--- src/rtl/mpir_pkg.sv ---
package mpir_pkg;
  localparam int unsigned STRIDE_SH       = 6;
  localparam int unsigned IDX_STATUS      = 0;
  localparam int unsigned IDX_MISC        = 2;
  localparam int unsigned IDX_MASK_BASE   = 8;
  localparam int unsigned IDX_RESULT_BASE = 12;
  localparam int unsigned IDX_RAW         = 16;
  localparam int unsigned MAX_CPU         = 4;
  localparam int unsigned RTC_BIT         = 4;
  localparam logic [1:0]  SIZE_FULL       = 2'd3;

  typedef enum logic [2:0] {
    RK_STATUS,
    RK_MISC,
    RK_MASK,
    RK_RESULT,
    RK_RAW,
    RK_NONE
  } reg_kind_e;
endpackage

--- src/rtl/mpir_decode.sv ---
module mpir_decode
  import mpir_pkg::*;
#(
  parameter int unsigned ADDR_W = 32,
  parameter logic [ADDR_W-1:0] DEV_MASK = 'h7FF,
  parameter int unsigned NUM_CPU = 4,
  parameter int unsigned CPU_W = 2
) (
  input  logic [ADDR_W-1:0] addr,
  output reg_kind_e         kind,
  output logic [CPU_W-1:0]  cpu_sel
);
  localparam logic [ADDR_W-1:0] MASK_LO = ADDR_W'(IDX_MASK_BASE);
  localparam logic [ADDR_W-1:0] MASK_HI = ADDR_W'(IDX_MASK_BASE + NUM_CPU);
  localparam logic [ADDR_W-1:0] RES_LO  = ADDR_W'(IDX_RESULT_BASE);
  localparam logic [ADDR_W-1:0] RES_HI  = ADDR_W'(IDX_RESULT_BASE + NUM_CPU);

  logic [ADDR_W-1:0] idx;
  assign idx = (addr & DEV_MASK) >> STRIDE_SH;

  always_comb begin
    kind    = RK_NONE;
    cpu_sel = '0;
    if (idx == ADDR_W'(IDX_STATUS)) begin
      kind = RK_STATUS;
    end else if (idx == ADDR_W'(IDX_MISC)) begin
      kind = RK_MISC;
    end else if (idx == ADDR_W'(IDX_RAW)) begin
      kind = RK_RAW;
    end else if (idx >= MASK_LO && idx < MASK_HI) begin
      kind    = RK_MASK;
      cpu_sel = CPU_W'(idx - MASK_LO);
    end else if (idx >= RES_LO && idx < RES_HI) begin
      kind    = RK_RESULT;
      cpu_sel = CPU_W'(idx - RES_LO);
    end
  end
endmodule

--- src/rtl/mpir_cpu_slice.sv ---
module mpir_cpu_slice #(
  parameter int unsigned DATA_W = 64
) (
  input  logic              clk,
  input  logic              rst_n,
  input  logic              mask_we,
  input  logic [DATA_W-1:0] mask_wdata,
  input  logic [DATA_W-1:0] raw_q,
  input  logic [DATA_W-1:0] set_eff,
  input  logic [DATA_W-1:0] clr,
  output logic [DATA_W-1:0] mask_q,
  output logic [DATA_W-1:0] res_q,
  output logic              line_q
);
  logic [DATA_W-1:0] mask_d, res_d;
  logic              line_d;

  // ordering: mask write, then set, then clear
  always_comb begin
    mask_d = mask_we ? mask_wdata : mask_q;
    res_d  = res_q;
    line_d = line_q;
    if (mask_we && |(mask_wdata & raw_q)) begin
      res_d  = mask_wdata & raw_q;
      line_d = 1'b1;
    end
    if (|(set_eff & mask_d)) begin
      res_d  = res_d | set_eff;
      line_d = 1'b1;
    end
    if (|clr) begin
      res_d = res_d & ~clr;
      if (res_d == '0) line_d = 1'b0;
    end
  end

  always_ff @(posedge clk) begin
    if (!rst_n) begin
      mask_q <= '0;
      res_q  <= '0;
      line_q <= 1'b0;
    end else begin
      mask_q <= mask_d;
      res_q  <= res_d;
      line_q <= line_d;
    end
  end
endmodule

--- src/rtl/mpir_rtc_flag.sv ---
module mpir_rtc_flag (
  input  logic clk,
  input  logic rst_n,
  input  logic rtc_event,
  input  logic ack,
  output logic pending
);
  always_ff @(posedge clk) begin
    if (!rst_n)         pending <= 1'b0;
    else if (rtc_event) pending <= 1'b1;
    else if (ack)       pending <= 1'b0;
  end
endmodule

--- src/rtl/mp_irq_router.sv ---
module mp_irq_router
  import mpir_pkg::*;
#(
  parameter int unsigned ADDR_W = 32,
  parameter int unsigned DATA_W = 64,
  parameter int unsigned NUM_CPU = 4,
  parameter logic [ADDR_W-1:0] DEV_MASK = 'h7FF
) (
  input  logic               clk,
  input  logic               rst_n,
  input  logic               req_valid,
  output logic               req_ready,
  input  logic               req_write,
  input  logic [ADDR_W-1:0]  req_addr,
  input  logic [1:0]         req_size,
  input  logic [DATA_W-1:0]  req_wdata,
  output logic               rsp_valid,
  output logic [DATA_W-1:0]  rsp_rdata,
  output logic               rsp_err,
  input  logic [DATA_W-1:0]  irq_set,
  input  logic [DATA_W-1:0]  irq_clr,
  input  logic               rtc_event,
  output logic [NUM_CPU-1:0] cpu_irq,
  output logic               rtc_irq
);
  localparam int unsigned CPU_W = (NUM_CPU > 1) ? $clog2(NUM_CPU) : 1;

  reg_kind_e                     kind;
  logic [CPU_W-1:0]              cpu_sel;
  logic                          acc, full, err;
  logic                          mask_we_any, rtc_ack, rtc_q;
  logic [DATA_W-1:0]             rd_val, set_eff, raw_q;
  logic [NUM_CPU-1:0][DATA_W-1:0] mask_vec, res_vec;

  assign req_ready = 1'b1;
  assign acc       = req_valid && req_ready;
  assign full      = (req_size == SIZE_FULL);
  assign set_eff   = irq_set & ~irq_clr;

  mpir_decode #(
    .ADDR_W(ADDR_W), .DEV_MASK(DEV_MASK), .NUM_CPU(NUM_CPU), .CPU_W(CPU_W)
  ) u_dec (
    .addr(req_addr), .kind(kind), .cpu_sel(cpu_sel)
  );

  assign mask_we_any = acc && req_write && full && (kind == RK_MASK);
  assign rtc_ack     = acc && req_write && full && (kind == RK_MISC) && req_wdata[RTC_BIT];

  always_ff @(posedge clk) begin
    if (!rst_n) raw_q <= '0;
    else        raw_q <= (raw_q | set_eff) & ~irq_clr;
  end

  for (genvar g = 0; g < NUM_CPU; g++) begin : g_cpu
    mpir_cpu_slice #(.DATA_W(DATA_W)) u_slice (
      .clk       (clk),
      .rst_n     (rst_n),
      .mask_we   (mask_we_any && (cpu_sel == CPU_W'(g))),
      .mask_wdata(req_wdata),
      .raw_q     (raw_q),
      .set_eff   (set_eff),
      .clr       (irq_clr),
      .mask_q    (mask_vec[g]),
      .res_q     (res_vec[g]),
      .line_q    (cpu_irq[g])
    );
  end

  mpir_rtc_flag u_rtc (
    .clk(clk), .rst_n(rst_n), .rtc_event(rtc_event), .ack(rtc_ack), .pending(rtc_q)
  );
  assign rtc_irq = rtc_q;

  always_comb begin
    rd_val = '0;
    err    = 1'b0;
    if (!full) begin
      err = 1'b1;
    end else begin
      unique case (kind)
        RK_STATUS: err = req_write;
        RK_MISC: begin
          if (req_write) err = !req_wdata[RTC_BIT];
          else           rd_val[RTC_BIT] = rtc_q;
        end
        RK_MASK:   rd_val = mask_vec[cpu_sel];
        RK_RESULT: begin
          err    = req_write;
          rd_val = res_vec[cpu_sel];
        end
        RK_RAW: begin
          err    = req_write;
          rd_val = raw_q;
        end
        default:   err = 1'b1;
      endcase
    end
  end

  always_ff @(posedge clk) begin
    if (!rst_n) begin
      rsp_valid <= 1'b0;
      rsp_err   <= 1'b0;
      rsp_rdata <= '0;
    end else begin
      rsp_valid <= acc;
      rsp_err   <= acc && err;
      rsp_rdata <= (acc && !req_write && !err) ? rd_val : '0;
    end
  end
endmodule

--- config.mk ---
export PLATFORM = sky130hd
export DESIGN_NAME = mp_irq_router
export DESIGN_NICKNAME = d
export VERILOG_FILES = /design/src/rtl/mpir_pkg.sv /design/src/rtl/mpir_decode.sv /design/src/rtl/mpir_cpu_slice.sv /design/src/rtl/mpir_rtc_flag.sv /design/src/rtl/mp_irq_router.sv
export SDC_FILE = /design/constraint.sdc
export NUM_CORES = 2
export LEC_CHECK = 0
export BUFFER_PORTS_ARGS = -buffer_cell sky130_fd_sc_hd__buf_2
export CORE_MARGIN = 10
export CORE_UTILIZATION = 38
export CTS_CLUSTER_DIAMETER = 200
export DETAILED_ROUTE_END_ITERATION = 8
export HOLD_SLACK_MARGIN = 0.1
export PLACE_DENSITY = 0.64
export SETUP_SLACK_MARGIN = 0.2
export SKIP_CTS_REPAIR_TIMING = 1
export SYNTH_ARGS = -nofsm -noshare
export SYNTH_HDL_FRONTEND = slang
export SYNTH_HIERARCHICAL = 1
export SYNTH_SLANG_ARGS = --single-unit
--- constraint.sdc ---
create_clock -name clk -period 5.7 [get_ports clk]
set_input_delay 0.285 -clock clk [delete_from_list [all_inputs] [get_ports clk]]
set_output_delay 0.285 -clock clk [all_outputs]
set_load 0.02 [all_outputs]
==> impl_results.md <==
- Area delta synth->final: 21.7%
- Post-synth top area cell: dfxtp_1
- Final period util: around nine tenths
- Commonest non-fill, non-tap cell in the layout: dfxtp_1
- Die area: about 100000 µm²
- Clk buf depth: 3
- Flop2flop setup slack: 0.90 ns
- Mapped Area: 33200 µm²
- Reg area: between 10000 and 15000 µm²
- Post-DP HPWL: 123000 µm
- Core ar.: slightly below 90000 µm²
- Max-cap violations: 0
- Distinct cells, synth: 45
- I/O pins: between 300 and 400
- Num CTS Buffers: 74
- VDD IR max: slightly below 0.2 mV
- Worst hold margin: 0.0585 ns
- Commonest cells after routing, fill and taps aside: dfxtp_1, nor2_1, buf_2
- Row count: ~110
- Skew final: approximately 0.042 ns
- Pins over their slew limit: 0
- Leak: 14.9 nW
- Clk root buf: clkbuf_16
- Outcome: finished, final reports clean
- RSZ-0062 raised after global routing: no
- Pre-antenna DRT Iters: 7
- Fillers: between 8000 and 9000
- Worst path most repeated cell: buf_12
- CP delay by family, top: simple AND/OR/NAND/NOR gates
- Gpl congestion: 1.09
- Worst R2R End: g_cpu[2].u_slice/line_q
- Worst EP arrival: 5.74 ns
- Worst path buffer plus inverter count: 6
- FF-to-FF Start: raw_q[4]
- Initial DRC Count: 5952
- PwrDens: around 260 nW/µm²
- TritonCTS clock tree: built
- Fin. Hold Viols: 0
- Synth Instances: about 3500
- Worst Hold Class: in -> reg
- Worst slew pin tran: 1.31 ns
- # H-tree levels: 3
- Multi-input gate area: between 15000 and 20000 µm²
- Final Power: roughly 11 mW
- Crit path from: req_addr[9]
- Vias: 34000
- Finish-stage setup viols: 0
- Share of the synthesized area in the top cell type: roughly two fifths
- Grt ovf: 0
- Die Y: approximately 320 µm
- Avg Cell Area, Syn: 9.42 µm²
- Synth Register Bits: around 650
- Routed WL: roughly 170000 µm
- Dominant cells by area after synthesis: dfxtp_1, mux4_2, a221oi_1
- Nets: 4163
- Post-Syn Nets: about 3800
- Fmax achieved: ~190 MHz
- Clk pin slew, worst setup/hold paths: approximately 0.060 ns
- Initial antenna violation count: 30
- Via/cell ratio: between 6 and 7
- CP endpoint kind: flip-flop
- EDFF count, synth: 0
- CP Max Fanout: 31
- Vias in the first global route: roughly 31000
- Setup Total Neg Slack: 0 ns
- DRC viols: 0
- Setup CP Type: in -> reg
- Slowest library cell on the worst path: nor4_1
- Required @ worst endpoint: between 6 and 7 ns
- Synth warn: 6
- Setup crit end: g_cpu[2].u_slice/line_q
- Register area share after synthesis: 39.0%
- Clk_lat worst skew: about 0.66 ns
- Port-buffer cells: approximately 270
- Routed WL per cell: between 30 and 40 µm
- Setup crit start kind: primary input
- CP Cell Sequence: buf_2 -> nor2b_4 -> o21bai_1 -> or3_1 -> nor3b_2 -> buf_12 -> buf_12 -> mux2_2 -> a22oi_1 -> nand4_1 -> nor4_1 -> nand2_2 -> buf_12 -> buf_12 -> a221oi_1 -> nor2_1 -> nor4_1 -> buf_4 -> nand4_1 -> o31a_1
- Min Tclk post-route: 5.19 ns
- Crit path depth: 20
- Predominant post-synthesis flop cell: dfxtp_1
- Post-DRT Antenna Nets: 0
- Total track usage: a little under a third
- Die width: 315 µm
- Share of synthesized flip-flops with an asynchronous set or reset: 0%
- Relative slew slack: around an eighth
- Worst-case reg-to-reg path depth: 12
- First-pass GRT wire length: 229000 µm
- Initial Util: between 30% and 40%
- Layout cells sized above 1: 21.2%
- Largest net degree at the start of global routing: between 100 and 150
- Crit-path max cell delay: a little over 0.6 ns
- Clock sink total: roughly 650
synth_stat cells (2+ instances only):
cell type    n
inv_1       54
nor3b_1     69
clkbuf_1   148
mux2_1     100
mux2i_1     29
o211a_1      4
a31oi_1      3
nor3_1     239
a221oi_1   240
a2111o_1     4
or4_1        5
and2_1     251
mux2_2     128
nor4_1     121
nor2b_1    127
a311o_1     12
and3_1      17
mux4_2     128
buf_6       23
o22ai_1     74
o22a_1      16
nand4_1    126
nor2_1     416
dfxtp_1    647
buf_4       20
or2_2        8
o21bai_1     2
nand2_1    263
nor4_2       5
buf_2       35
nor2b_4      2
o31a_1       4
a22oi_1    108
a2bb2oi_1   12
a21oi_1      4
a41o_1       4
a221o_1     67
sequential cells by signal, indices dropped and copies added (netlist names):
signal / count
g_cpu.u_slice/mask_q: 256
g_cpu.u_slice/res_q: 256
raw_q: 64
rsp_rdata: 64
g_cpu.u_slice/line_q: 4
rsp_err: 1
rsp_valid: 1
u_rtc/pending: 1
through the flow:
stage | instance area (µm²) | util (%) | setup WS, ns | std cells
2_1_floorplan | 33200 | - | 1.33 | 3523
4_1_cts | 39100 | 45.0 | 0.664 | 5021
6_report | 40400 | 46.5 | 0.509 | 5166
5_1_grt | 40300 | 46.5 | 0.409 | 5149
3_3_place_gp | 36500 | 42.1 | 0.0217 | 4887
3_5_place_dp | 36500 | 42.1 | 0.0383 | 4887
logic make-up (layout without fill, tap and decap cells):
family,Yosys count,after routing,share of synthesized area (%)
DFF,647,647,39.0
other,1,22,0.0113
muxes,385,385,17.3
buffers and inverters,281,748,4.06
and+or+nand+nor,1653,1653,25.6
AOI/OAI and AO/OA,556,556,14.0
layout make-up:
type	instances	area share, %
inverters	55	0.511
clock inverters	26	0.883
flip-flops and latches	647	32.1
diodes	21	0.130
well taps	1155	3.58
multi-input cells	2595	47.0
repair buffers	559	10.3
clock buffers	108	5.46
per-layer routing:
metal	up-vias	part of all wire, %	global-route usage, %
li1	14300	-	-
met4	14	7.1	18.8
met1	16400	38	41.2
met5	-	0.051	0
met3	512	15	10.8
met2	2724	41	44.8
worst min path at each step:
stage                                 from                     endpoint  slack, ns  depth (start not counted)
2_1_floorplan                   irq_clr[0]                     raw_q[0]       0.36                          1
3_3_place_gp   g_cpu[3].u_slice/mask_q[42]  g_cpu[3].u_slice/mask_q[42]       0.50                          2
3_5_place_dp                     rtc_event                u_rtc/pending       0.50                          2
4_1_cts                          rtc_event                u_rtc/pending      -0.16                          2
6_report                       irq_clr[40]                    raw_q[40]       0.06                          2
5_1_grt                        irq_clr[60]   g_cpu[3].u_slice/res_q[60]        0.1                          2
power by group:
group	switching (mW)	total, mW	internal (mW)
sequential	0.0444	4.59	4.55
combinational	0.653	0.901	0.248
clock	2.07	5.12	3.05
total	2.77	10.6	7.84
Note: power is estimated with default switching activity, not from simulation.
